==> src/rtl/fcmp_pkg.sv <==
package fcmp_pkg;
  localparam int FP_W   = 32;
  localparam int EXP_W  = 8;
  localparam int FRAC_W = 23;
  localparam int REL_W  = 4;

  // relation vector bit positions; condSel bit index is position + 1
  localparam int REL_UNORD = 0;
  localparam int REL_EQ    = 1;
  localparam int REL_LT    = 2;
  localparam int REL_GT    = 3;

  typedef struct packed {
    logic isNan;
    logic isSnan;
    logic isZero;
  } opClass_t;

  typedef struct packed {
    logic capture;
    logic shiftQueue;
    logic writeTarget;
  } ctrlStrobe_t;
endpackage

==> src/rtl/fcmp_classify.sv <==
module fcmp_classify
  import fcmp_pkg::*;
(
  input  logic [FP_W-1:0] operand,
  output opClass_t        opClass
);
  logic expAllOnes;
  logic fracNonZero;

  always_comb begin
    expAllOnes      = &operand[FP_W-2 -: EXP_W];
    fracNonZero     = |operand[FRAC_W-1:0];
    opClass.isNan   = expAllOnes && fracNonZero;
    opClass.isSnan  = expAllOnes && fracNonZero && !operand[FRAC_W-1];
    opClass.isZero  = ~|operand[FP_W-2:0];
  end
endmodule

==> src/rtl/fcmp_ctrl.sv <==
module fcmp_ctrl
  import fcmp_pkg::*;
#(
  parameter int SEL_W = 3,
  localparam int NUM_TGT = (1 << SEL_W) - 1
) (
  input  logic               valid,
  input  logic [SEL_W-1:0]   targetSel,
  output ctrlStrobe_t        strobe,
  output logic [NUM_TGT-1:0] targetHit
);
  logic selZero;

  always_comb begin
    selZero            = (targetSel == '0);
    strobe.capture     = valid;
    strobe.shiftQueue  = valid && selZero;
    strobe.writeTarget = valid && !selZero;
  end

  for (genvar i = 0; i < NUM_TGT; i++) begin : g_hit
    assign targetHit[i] = strobe.writeTarget && (targetSel == SEL_W'(i + 1));
  end
endmodule

==> src/rtl/fcmp_datapath.sv <==
module fcmp_datapath
  import fcmp_pkg::*;
#(
  parameter int SEL_W       = 3,
  parameter int QUEUE_DEPTH = 11,
  localparam int NUM_TGT    = (1 << SEL_W) - 1
) (
  input  logic               clk,
  input  logic               rstN,
  input  logic [FP_W-1:0]    opA,
  input  logic [FP_W-1:0]    opB,
  input  opClass_t           classA,
  input  opClass_t           classB,
  input  logic [4:0]         condSel,
  input  ctrlStrobe_t        strobe,
  input  logic [NUM_TGT-1:0] targetHit,
  output logic                   cmpFlag,
  output logic [QUEUE_DEPTH-1:0] cmpHistory,
  output logic [NUM_TGT-1:0]     cmpTargets,
  output logic [REL_W-1:0]       relation,
  output logic                   invalidFlag
);
  logic [REL_W-1:0]  relNext;
  logic              resultBit;
  logic              invNext;
  logic              signA;
  logic              signB;
  logic [FP_W-2:0]   magA;
  logic [FP_W-2:0]   magB;
  logic              magGreater;

  always_comb begin
    signA      = opA[FP_W-1];
    signB      = opB[FP_W-1];
    magA       = opA[FP_W-2:0];
    magB       = opB[FP_W-2:0];
    magGreater = magA > magB;
    relNext    = '0;
    if (classA.isNan || classB.isNan) begin
      relNext[REL_UNORD] = 1'b1;
    end else if (classA.isZero && classB.isZero) begin
      relNext[REL_EQ] = 1'b1;
    end else if (signA != signB) begin
      if (signA) relNext[REL_LT] = 1'b1;
      else       relNext[REL_GT] = 1'b1;
    end else if (magA == magB) begin
      relNext[REL_EQ] = 1'b1;
    end else if (magGreater ^ signA) begin
      relNext[REL_GT] = 1'b1;
    end else begin
      relNext[REL_LT] = 1'b1;
    end
    resultBit = |(condSel[4:1] & relNext);
    invNext   = classA.isSnan || classB.isSnan ||
                (condSel[0] && (classA.isNan || classB.isNan));
  end

  always_ff @(posedge clk) begin
    if (!rstN) begin
      relation    <= '0;
      invalidFlag <= 1'b0;
    end else begin
      relation    <= strobe.capture ? relNext : '0;
      invalidFlag <= strobe.capture && invNext;
    end
  end

  always_ff @(posedge clk) begin
    if (!rstN) begin
      cmpFlag <= 1'b0;
    end else if (strobe.shiftQueue) begin
      cmpFlag <= resultBit;
    end
  end

  if (QUEUE_DEPTH > 1) begin : g_deep
    always_ff @(posedge clk) begin
      if (!rstN) begin
        cmpHistory <= '0;
      end else if (strobe.shiftQueue) begin
        cmpHistory <= {cmpHistory[QUEUE_DEPTH-2:0], cmpFlag};
      end
    end
  end else begin : g_single
    always_ff @(posedge clk) begin
      if (!rstN) begin
        cmpHistory <= '0;
      end else if (strobe.shiftQueue) begin
        cmpHistory <= cmpFlag;
      end
    end
  end

  for (genvar i = 0; i < NUM_TGT; i++) begin : g_tgt
    always_ff @(posedge clk) begin
      if (!rstN) begin
        cmpTargets[i] <= 1'b0;
      end else if (targetHit[i]) begin
        cmpTargets[i] <= resultBit;
      end
    end
  end
endmodule

==> src/rtl/fcmp_queue.sv <==
module fcmp_queue
  import fcmp_pkg::*;
#(
  parameter int SEL_W       = 3,
  parameter int QUEUE_DEPTH = 11,
  localparam int NUM_TGT    = (1 << SEL_W) - 1
) (
  input  logic                   clk,
  input  logic                   rstN,
  input  logic                   valid,
  input  logic [31:0]            opA,
  input  logic [31:0]            opB,
  input  logic [4:0]             condSel,
  input  logic [SEL_W-1:0]       targetSel,
  output logic                   cmpFlag,
  output logic [QUEUE_DEPTH-1:0] cmpHistory,
  output logic [NUM_TGT-1:0]     cmpTargets,
  output logic [3:0]             relation,
  output logic                   invalidFlag
);
  opClass_t    classes [2];
  ctrlStrobe_t strobe;
  logic [NUM_TGT-1:0] targetHit;
  logic [FP_W-1:0]    operands [2];

  assign operands[0] = opA;
  assign operands[1] = opB;

  for (genvar k = 0; k < 2; k++) begin : g_cls
    fcmp_classify u_cls (
      .operand (operands[k]),
      .opClass (classes[k])
    );
  end

  fcmp_ctrl #(.SEL_W(SEL_W)) u_ctrl (
    .valid     (valid),
    .targetSel (targetSel),
    .strobe    (strobe),
    .targetHit (targetHit)
  );

  fcmp_datapath #(.SEL_W(SEL_W), .QUEUE_DEPTH(QUEUE_DEPTH)) u_dp (
    .clk         (clk),
    .rstN        (rstN),
    .opA         (opA),
    .opB         (opB),
    .classA      (classes[0]),
    .classB      (classes[1]),
    .condSel     (condSel),
    .strobe      (strobe),
    .targetHit   (targetHit),
    .cmpFlag     (cmpFlag),
    .cmpHistory  (cmpHistory),
    .cmpTargets  (cmpTargets),
    .relation    (relation),
    .invalidFlag (invalidFlag)
  );
endmodule

==> config.mk <==
export PLATFORM = sky130hd
export DESIGN_NAME = fcmp_queue
export DESIGN_NICKNAME = d
export VERILOG_FILES = /design/src/rtl/fcmp_pkg.sv /design/src/rtl/fcmp_classify.sv /design/src/rtl/fcmp_ctrl.sv /design/src/rtl/fcmp_datapath.sv /design/src/rtl/fcmp_queue.sv
export SDC_FILE = /design/constraint.sdc
export NUM_CORES = 1
export LEC_CHECK = 0
export ABC_AREA = 1
export BUFFER_PORTS_ARGS = -buffer_cell sky130_fd_sc_hd__buf_2
export CORE_AREA = 4 4 104 57
export CTS_BUF_LIST = sky130_fd_sc_hd__clkbuf_8 sky130_fd_sc_hd__clkbuf_16
export DETAILED_ROUTE_END_ITERATION = 7
export DIE_AREA = 0 0 108 61
export GPL_TIMING_DRIVEN = 0
export PLACE_DENSITY = 0.79
export SETUP_SLACK_MARGIN = 0.05
export SYNTH_ARGS = -nofsm -noshare
export SYNTH_HDL_FRONTEND = slang
export SYNTH_SLANG_ARGS = --single-unit
==> constraint.sdc <==
create_clock -name clk -period 2.7 [get_ports clk]
set_input_delay 0.54 -clock clk [delete_from_list [all_inputs] [get_ports clk]]
set_output_delay 0.54 -clock clk [all_outputs]
set_load 0.005 [all_outputs]
# Yosys cells after proc, flatten, opt, wreduce, memory -nomap -nowiden
# Cells that the tools add are included.
# word_totals
wordCells	68
out_inout_bits	24
reg_bits	24
# classes
order_cmp	1
n_mux	12
reduce_logical	33
eq_ne	9
n_bitwise	2
# ops
op	count
31-bit OR reduction	2
23-bit OR reduction	2
31-bit == test	1
31-bit > comparator	1
1-bit logical AND	16
8-bit AND reduction	2
3-bit == test (second input constant)	4
1-bit 2-to-1 mux	8
3-bit by 2-bit == test with 1-bit output (second input constant)	2
2-bit 2-to-1 mux	3
1-bit logical NOT	5
4-bit AND	1
4-bit OR reduction	1
3-bit by 1-bit == test with 1-bit output (second input constant)	1
3-bit logical NOT	1
1-bit logical OR	3
3-bit 2-to-1 mux	1
2-bit AND reduction	1
1-bit != test	1
1-bit bitwise XOR	1

# Longest topological paths before layout
# Gate-level depths: netlist of the first run.
# logic_depth
ltp_word	9
ltp_mapped	20
mapped_depth_nobuf	20

# Modules after synthesis
# A second synthesis of the first run with hierarchy kept.
# unflattened
hier_cells	379
area_unflattened_um2	2259.7
# modules_own_cells
mod	area_per_inst_um2	cells_per_inst	seq_area_each_um2	n_inst
fcmp_datapath	1910.6	294	480.5	1
fcmp_classify	131.4	32	0.0	2
fcmp_ctrl	86.3	21	0.0	1

# Worst setup path after synthesis of the first run
# Ideal clock, no wire load.
# synth_path
kind	input -> register
start	in opB[14]
end	reg u_dp.cmpFlag
t_arrival_ns	1.921
path_stages	18
setup_slack_ns	0.671
required_ns	2.591
setup_ns	0.109
path_cell_list	inv_2 ha_1 nand2_1 inv_2 nand2_1 inv_1 a21oi_1 nand2_1 nand2_1 nand2_2 nand3_1 nand3_1 nand3_2 nand2_4 inv_4 nand3_1 nand2_1 inv_1
# synth_between
elab_chain_len	9
# synth_rtl
element	line	text
start, declared	fcmp_queue.sv:12	input logic [31:0] opB,
31-bit > comparator	fcmp_datapath.sv:37	magGreater = magA > magB;
1-bit bitwise XOR	fcmp_datapath.sv:48	end else if (magGreater ^ signA) begin
1-bit 2-to-1 mux	fcmp_datapath.sv:48	
2-bit 2-to-1 mux	fcmp_datapath.sv:46	end else if (magA == magB) begin
2-bit 2-to-1 mux	fcmp_datapath.sv:43	end else if (signA != signB) begin
2-bit 2-to-1 mux	fcmp_datapath.sv:41	end else if (classA.isZero && classB.isZero) begin
3-bit 2-to-1 mux	fcmp_datapath.sv:39	if (classA.isNan || classB.isNan) begin
4-bit AND (*)	fcmp_datapath.sv:53	resultBit = |(condSel[4:1] & relNext);
4-bit OR reduction (*)	fcmp_datapath.sv:53	
end signal, assigned	fcmp_datapath.sv:72	cmpFlag <= resultBit;
end, declared	fcmp_datapath.sv:17	output logic cmpFlag,
# Every way passes the cells marked *; elsewhere a longest branch is shown, timed or not.
# A chain may end at the register's enable or synchronous reset.

# Final worst setup path of the first run
# layout_path
start	in opB[2]
end	reg u_dp.cmpTargets[4]
# layout_between
elab_chain_len	9
# layout_rtl
element	line	text
31-bit > comparator	fcmp_datapath.sv:37	
1-bit bitwise XOR	fcmp_datapath.sv:48	
1-bit 2-to-1 mux	fcmp_datapath.sv:48	
2-bit 2-to-1 mux	fcmp_datapath.sv:46	
2-bit 2-to-1 mux	fcmp_datapath.sv:43	
2-bit 2-to-1 mux	fcmp_datapath.sv:41	
3-bit 2-to-1 mux	fcmp_datapath.sv:39	
4-bit AND (*)	fcmp_datapath.sv:53	
4-bit OR reduction (*)	fcmp_datapath.sv:53	
end signal, assigned by index	fcmp_datapath.sv:99	cmpTargets[i] <= resultBit;
end, declared	fcmp_datapath.sv:19	output logic [NUM_TGT-1:0] cmpTargets,
# Marks and branches as above.

==> results of run 1 <==
## synthesized netlist by cell type
cell,instances
inv_1,49
nand2_1,73
nor3_2,2
nand4_1,24
nand3b_1,1
a21oi_1,14
or2_1,2
a21o_1,2
nor3_1,3
nand4_2,1
inv_2,19
nand2_4,1
nand3_1,14
nor2_1,79
nand3_2,4
clkbuf_1,2
o22ai_1,1
buf_4,1
nor2_2,2
nand2_2,9
nand3_4,1
dfxtp_1,24
nor4_2,1
inv_4,1
o21ai_0,11
nor3_4,1
nor2_4,1
ha_1,31
nor4_1,5
## worst max-delay path by stage
stage	cells past startpoint	start	slack (ns)	end
2_1_floorplan	18	opB[14]	0.67	u_dp.cmpFlag
3_3_place_gp	14	opB[2]	0.30	u_dp.cmpTargets[6]
3_5_place_dp	14	opB[2]	0.28	u_dp.cmpTargets[6]
4_1_cts	14	opB[2]	0.58	u_dp.cmpTargets[6]
5_1_grt	19	opB[18]	0.35	u_dp.cmpTargets[2]
6_report	14	opB[2]	0.56	u_dp.cmpTargets[4]
## placed cells by master (no fill, tap or decap), types with 3 or more instances in the layout
| master | n |
|---|---|
| buf_2 | 98 |
| dfxtp_1 | 24 |
| nor2_1 | 79 |
| a21oi_1 | 14 |
| nor3_1 | 3 |
| ha_1 | 31 |
| o21ai_0 | 11 |
| nand3_1 | 14 |
| inv_2 | 19 |
| nand3_2 | 4 |
| nor4_1 | 5 |
| clkbuf_8 | 3 |
| nand2_2 | 9 |
| nand2_1 | 73 |
| nand4_1 | 24 |
| inv_1 | 49 |
## tightest hold or removal path, cell delays in order (launching register included)
cell and delay (ns):
dfxtp_1 0.31, inv_1 0.07, a21oi_1 0.06
## per-layer routing
layer	vias up	part of all wire, %	global-route usage, %
met2	62	48	33.0
met4	0	0.41	3.60
met1	1155	46	24.3
met3	4	5.9	1.59
li1	1423	-	-
met5	-	0	0
## registers in the layout, summed over array words and instances, names as in the netlist
signal,cells
u_dp.cmpHistory,11
u_dp.cmpTargets,7
u_dp.relation,4
u_dp.cmpFlag,1
u_dp.invalidFlag,1
## stage by stage
step	instance area [um2]	setup slack (ns)
detailed placement	2940	0.283
global route	2980	0.346
finish	2980	0.556
CTS	2980	0.584
global placement	2940	0.302
floorplan	2360	0.671
## logic make-up after synthesis
logic type	Yosys count	synth area share, %
AOI/OAI and AO/OA	28	6.21
adders and majority gates	31	16.4
and+or+nand+nor	224	45.3
buffers and inverters	72	11.7
DFF	24	20.4
## layout make-up
class | instances | area (um2)
fill | 498 | 1910
tap | 70 | 87.6
multi-input combinational | 283 | 1600
timing repair buffer | 98 | 490
sequential | 24 | 480
clock buffer | 3 | 41.3
inverter | 69 | 262
buffer | 3 | 15.0
## power by group through the flow
stage               combinational (uW)  clock, uW  sequential (uW)
detailed placement                 315          0              380
global route                       363        225              373
floorplan                          189          0              381
global placement                   311          0              380
CTS                                317        207              372
finish                             316        202              372
==> flow_summary.yaml, run 1 <==
die:
  start_util_pct: 48.3
  ios: 99
  row_count: 18
  dieArea_um2: 6590
  dieWidth_um: 108
  dieHeight_um: 61
  core_um2: 4890
detailed_routing:
  ant_nets: 0
  firstDrtPassIters: 6
  wirelength_um: 6080
  drc: 0
  drtIter0Drc: 104
  vias: 2644
  wire_per_inst_um: 11.0
  via_per_inst: 4.81
finish:
  diodes: 0
  fin_util_pct: 60.9
  finalNonFillerCells: 550
  syn_to_final_growth_pct: 26.3
  fin_nets: 588
  layout-drive-gt1-share_pct: 30.2
logic_synthesis:
  postSynthAreaPerCell_um2: 6.22
  synth_area_leaders: "dfxtp_1 20%, ha_1 16%, nor2_1 13%"
  synth_cell_types: 29
  syn_inst: 379
  synth_warnings: 0
  yosysSeqAreaShare_pct: 20.4
  yosys.area.top_type: "dfxtp_1"
  synth_area_um2: 2360
  ys_ff_latch: 24
  syn_nets: 485
  yosysTopAreaCellShare_pct: 20.4
sta:
  fin_crit_ns: 2.14
  hold_slack_ns: 0.476
  tns_ns: 0
  fmax_ghz: 0.466
  fin_skew_ns: 0.00400
  hold_violations: 0
  slew_headroom_pct: 67.7
  finalSetupViolCount: 0
  slew_violations: 0
  min_period_over_period_pct: 79.4
  rsz0062_at_grt: "no"
  max_slew.worst_pin.slew_ns: 0.481
power:
  combPwrFrac_pct: 35.5
  p_sw_uw: 292
  p_int_uw: 598
  power_leakage_uw: 0.00171
  clock_power_share_pct: 22.7
  finalPower_uw: 890
  p_seq_share_pct: 41.8
  sw_frac_of_total_pct: 32.9
  pwr_density_cell_nw_per_um2: 299
  irDropWorstVdd_uv: 172
clock_network:
  cts_max_level: 1
  clock_latency_ns: 0.26
  numCtsBuffers: 3
  post_cts_buffers: 0
  clockBufferDepth: 2
  cts_resized: 0
  cts_tree: "yes"
  cts-root-buf: "clkbuf_8"
  clk_pin_slew_worst_paths_ns: 0.08
  cts_sinks: 24
  cts_hold_buf: 0
global_route:
  grt_max_degree: 13
  grt_pass1_vias: 2387
  grt_overflow: 0
  grt_pass1_wl_um: 9860
  antenna_found_initial: 0
  grt_usage_pct: 18.2
worst_setup_path:
  endpoint_kind: "register"
  slowest_delay_ns: 0.48
  arrival_ns: 2.31
  path_class: "primary input to register"
  path_max_fanout: 8
  crit_chain: "buf_2 -> inv_1 -> ha_1 -> nand4_1 -> nor4_1 -> nand3_2 -> nand2_2 -> nor2_1 -> nand3_2 -> nand2_4 -> inv_4 -> nand3_1 -> nand2_1 -> inv_1"
  timing.rr.start: "u_dp.cmpHistory[5]"
  startpoint_type: "primary input"
  cp_slowest_cell: "nor4_1"
  r2r_slack_ns: 2.02
  required_ns: 2.87
  crit_family: "simple AND/OR/NAND/NOR gates"
  reg2reg_depth: 2
  critPathBufInv: 4
  rr_endpoint: "u_dp.cmpHistory[5]"
run_status:
  status: "finished clean"
placement:
  port-buffer-count: 98
  place_congestion: 0.975
  placedCellCount: 547
  dp_hpwl_um: 5330
worst_hold_path:
  hold_depth: 2
  hold_end: "u_dp.cmpHistory[0]"
  min_from: "u_dp.cmpFlag"
  min_path_type: "register to register"
job:
  cap_violations: 0
Power figures use the tool's default switching activity.
==> run 2: changes to the inputs <==
ABC_AREA = 0   (was 1)
CORE_AREA = 4 4 105 57   (was 4 4 104 57)
DIE_AREA = 0 0 109 61   (was 0 0 108 61)
PLACE_DENSITY = 0.75   (was 0.79)
clock period = 1.8 ns   (was 2.7 ns; I/O delays follow)
==> flow_summary.yaml, run 2 <==
run_status:
  status: "finished, violations left"
  violations: "negative setup slack"
global_route:
  grt_max_degree: 15
  grt_overflow: 0
  grt_pass1_vias: 2493
  antenna_found_initial: 0
  grt_pass1_wl_um: 10500
  grt_usage_pct: 19.6
power:
  irDropWorstVdd_uv: 309
  p_int_uw: 1120
  p_sw_uw: 458
  clock_power_share_pct: 29.2
  p_seq_share_pct: 34.4
  combPwrFrac_pct: 36.4
  power_leakage_uw: 0.00151
  pwr_density_cell_nw_per_um2: 469
  sw_frac_of_total_pct: 29.0
sta:
  rsz0062_at_grt: "yes"
  finalSetupViolCount: 10
  min_period_over_period_pct: 125
  slew_headroom_pct: 70.4
  timing.final.ws_setup_ns: -0.445
  fin_crit_ns: 2.25
  slew_violations: 0
  hold_violations: 0
  fmax_ghz: 0.445
  fin_skew_ns: 0.00669
  max_slew.worst_pin.slew_ns: 0.443
placement:
  placedCellCount: 446
  dp_hpwl_um: 5370
  place_congestion: 0.922
  dpl_cell_area_um2: 2760
  port-buffer-count: 96
  dp_slack_ns: -0.990
logic_synthesis:
  yosys.area.top_type: "dfxtp_1"
  postSynthAreaPerCell_um2: 7.37
  synth_area_um2: 2060
  yosysSeqAreaShare_pct: 23.3
  yosys-top-cells-count: "42 x nand2_1, 34 x inv_1, 31 x ha_1, 24 x dfxtp_1, 22 x a21oi_1"
  syn_nets: 386
  ys_ff_latch: 24
  yosysMostFrequentCell: "nand2_1"
  synth_cell_types: 40
  synth_warnings: 0
  synth_edf_count: 0
  synth_flop_cell: "dfxtp_1"
  async_flop_share_pct: 0
  synth_area_leaders: "dfxtp_1 23%, ha_1 19%, nand2_1 7.6%"
  syn_inst: 280
  yosysTopAreaCellShare_pct: 23.3
clock_network:
  cts_sinks: 24
  clk_pin_slew_worst_paths_ns: 0.09
  numCtsBuffers: 3
  cts-root-buf: "clkbuf_8"
  clock_latency_ns: 0.26
  cts_tree: "yes"
  clockBufferDepth: 2
  cts_max_level: 1
die:
  dieArea_um2: 6650
  start_util_pct: 41.9
  ios: 99
  core_um2: 4930
  dieWidth_um: 109
  row_count: 18
  dieHeight_um: 61
finish:
  final_common_cell: "buf_2"
  reg_top3: "u_dp.cmpHistory: 11 flops, u_dp.cmpTargets: 7 flops, u_dp.relation: 4 flops"
  diodes: 0
  largest_register: "u_dp.cmpHistory"
  syn_to_final_growth_pct: 63.6
  layout-drive-gt1-share_pct: 46.4
  multi_input_area_um2: 1820
  fin_nets: 506
  fin_area_um2: 3380
  finalNonFillerCells: 469
  final_cell_mix: "79 x buf_2, 41 x nand2_1, 24 x dfxtp_1"
  fillers: 377
  largest_reg_flops: 11
  final-seq-area_um2: 480
worst_hold_path:
  hold_depth: 3
  min_path_type: "primary input to register"
detailed_routing:
  wire_per_inst_um: 14.8
  ant_nets: 0
  wirelength_um: 6950
  firstDrtPassIters: 4
  drc: 0
  drtIter0Drc: 95
  via_per_inst: 5.27
  vias: 2470
worst_setup_path:
  required_ns: 1.94
  arrival_ns: 2.38
  crit_chain: "buf_8 -> inv_4 -> ha_4 -> nand4_1 -> nor3_4 -> inv_1 -> o211a_1 -> o21ai_4 -> o211ai_2 -> a311oi_4 -> buf_6 -> a21oi_2"
  cp_slowest_cell: "nor3_4"
  path_max_fanout: 8
  path_class: "primary input to register"
  endpoint_kind: "register"
  reg2reg_depth: 2
  startpoint_type: "primary input"
  slowest_delay_ns: 0.29
job:
  cap_violations: 0
## run 2: through the flow
stage                     util (%)  TNS, ns  power, uW  hold slack (ns)
after floorplan                  -    -3.72        790            0.460
after global placement        55.9    -9.37        954            0.447
after detailed placement      55.9    -9.15        975            0.469
after CTS                     64.5    -3.23       1530            0.346
after global routing          68.5    -4.60       1660            0.355
final                         68.5    -3.78       1580            0.352
## run 2: final cells by class
type | instances | area share, %
multi-input cells | 216 | 53.8
flip-flops and latches | 24 | 14.2
inverters | 34 | 4.52
clock buffers | 3 | 1.22
repair buffers | 115 | 22.1
clock inverters | 1 | 0.889
well taps | 70 | 2.59
plain buffers | 6 | 0.667
## run 2: cell families (layout without fill, tap and decap cells)
kind of cell,count (synthesis),in the layout,synth area share [%]
and+or+nand+nor,116,116,28.7
buffers and inverters,40,159,7.27
xor gates and xnor gates,1,1,0.424
adders and majority gates,31,31,18.8
muxes,1,1,0.485
DFF,24,24,23.3
AOI/OAI and AO/OA,67,67,21.1
## run 2: what timing repair did
action,CTS,global route
gates resized for setup,59,34
endpoints found under the setup margin,10,10
pin swaps,23,16
setup buffers,12,7
hold endpoints to repair,0,0
hold buffers,0,0
## run 2: worst paths after layout
path,start,to,slack (ns)
setup reg to reg,u_dp.cmpFlag,u_dp.cmpFlag,1.09
setup / recovery,opB[21],u_dp.cmpFlag,-0.45
hold / removal,condSel[0],u_dp.invalidFlag,0.35
hold reg to reg,u_dp.cmpHistory[10],u_dp.cmpHistory[10],0.47
## run 2: power by group through the flow
stage | Sequential, uW | Combinational (uW) | Clock [uW]
6_report | 544 | 577 | 462
5_1_grt | 545 | 632 | 485
4_1_cts | 544 | 519 | 467
3_5_place_dp | 556 | 419 | 0
3_3_place_gp | 556 | 399 | 0
2_1_floorplan | 557 | 233 | 0
## run 2: per-layer routing
metal / part of all wire [%] / global-route usage [%]
met2: 52 / 39.3
met1: 41 / 21.9
met3: 5.3 / 2.02
met4: 1.6 / 7.19
met5: 0 / 0
## run 2: worst max-delay path: cells and delay by family
family	cells	cell delay, ns
compound gates	5	0.92
simple gates	2	0.46
buf+inv	4	0.37
fa+ha+maj	1	0.26
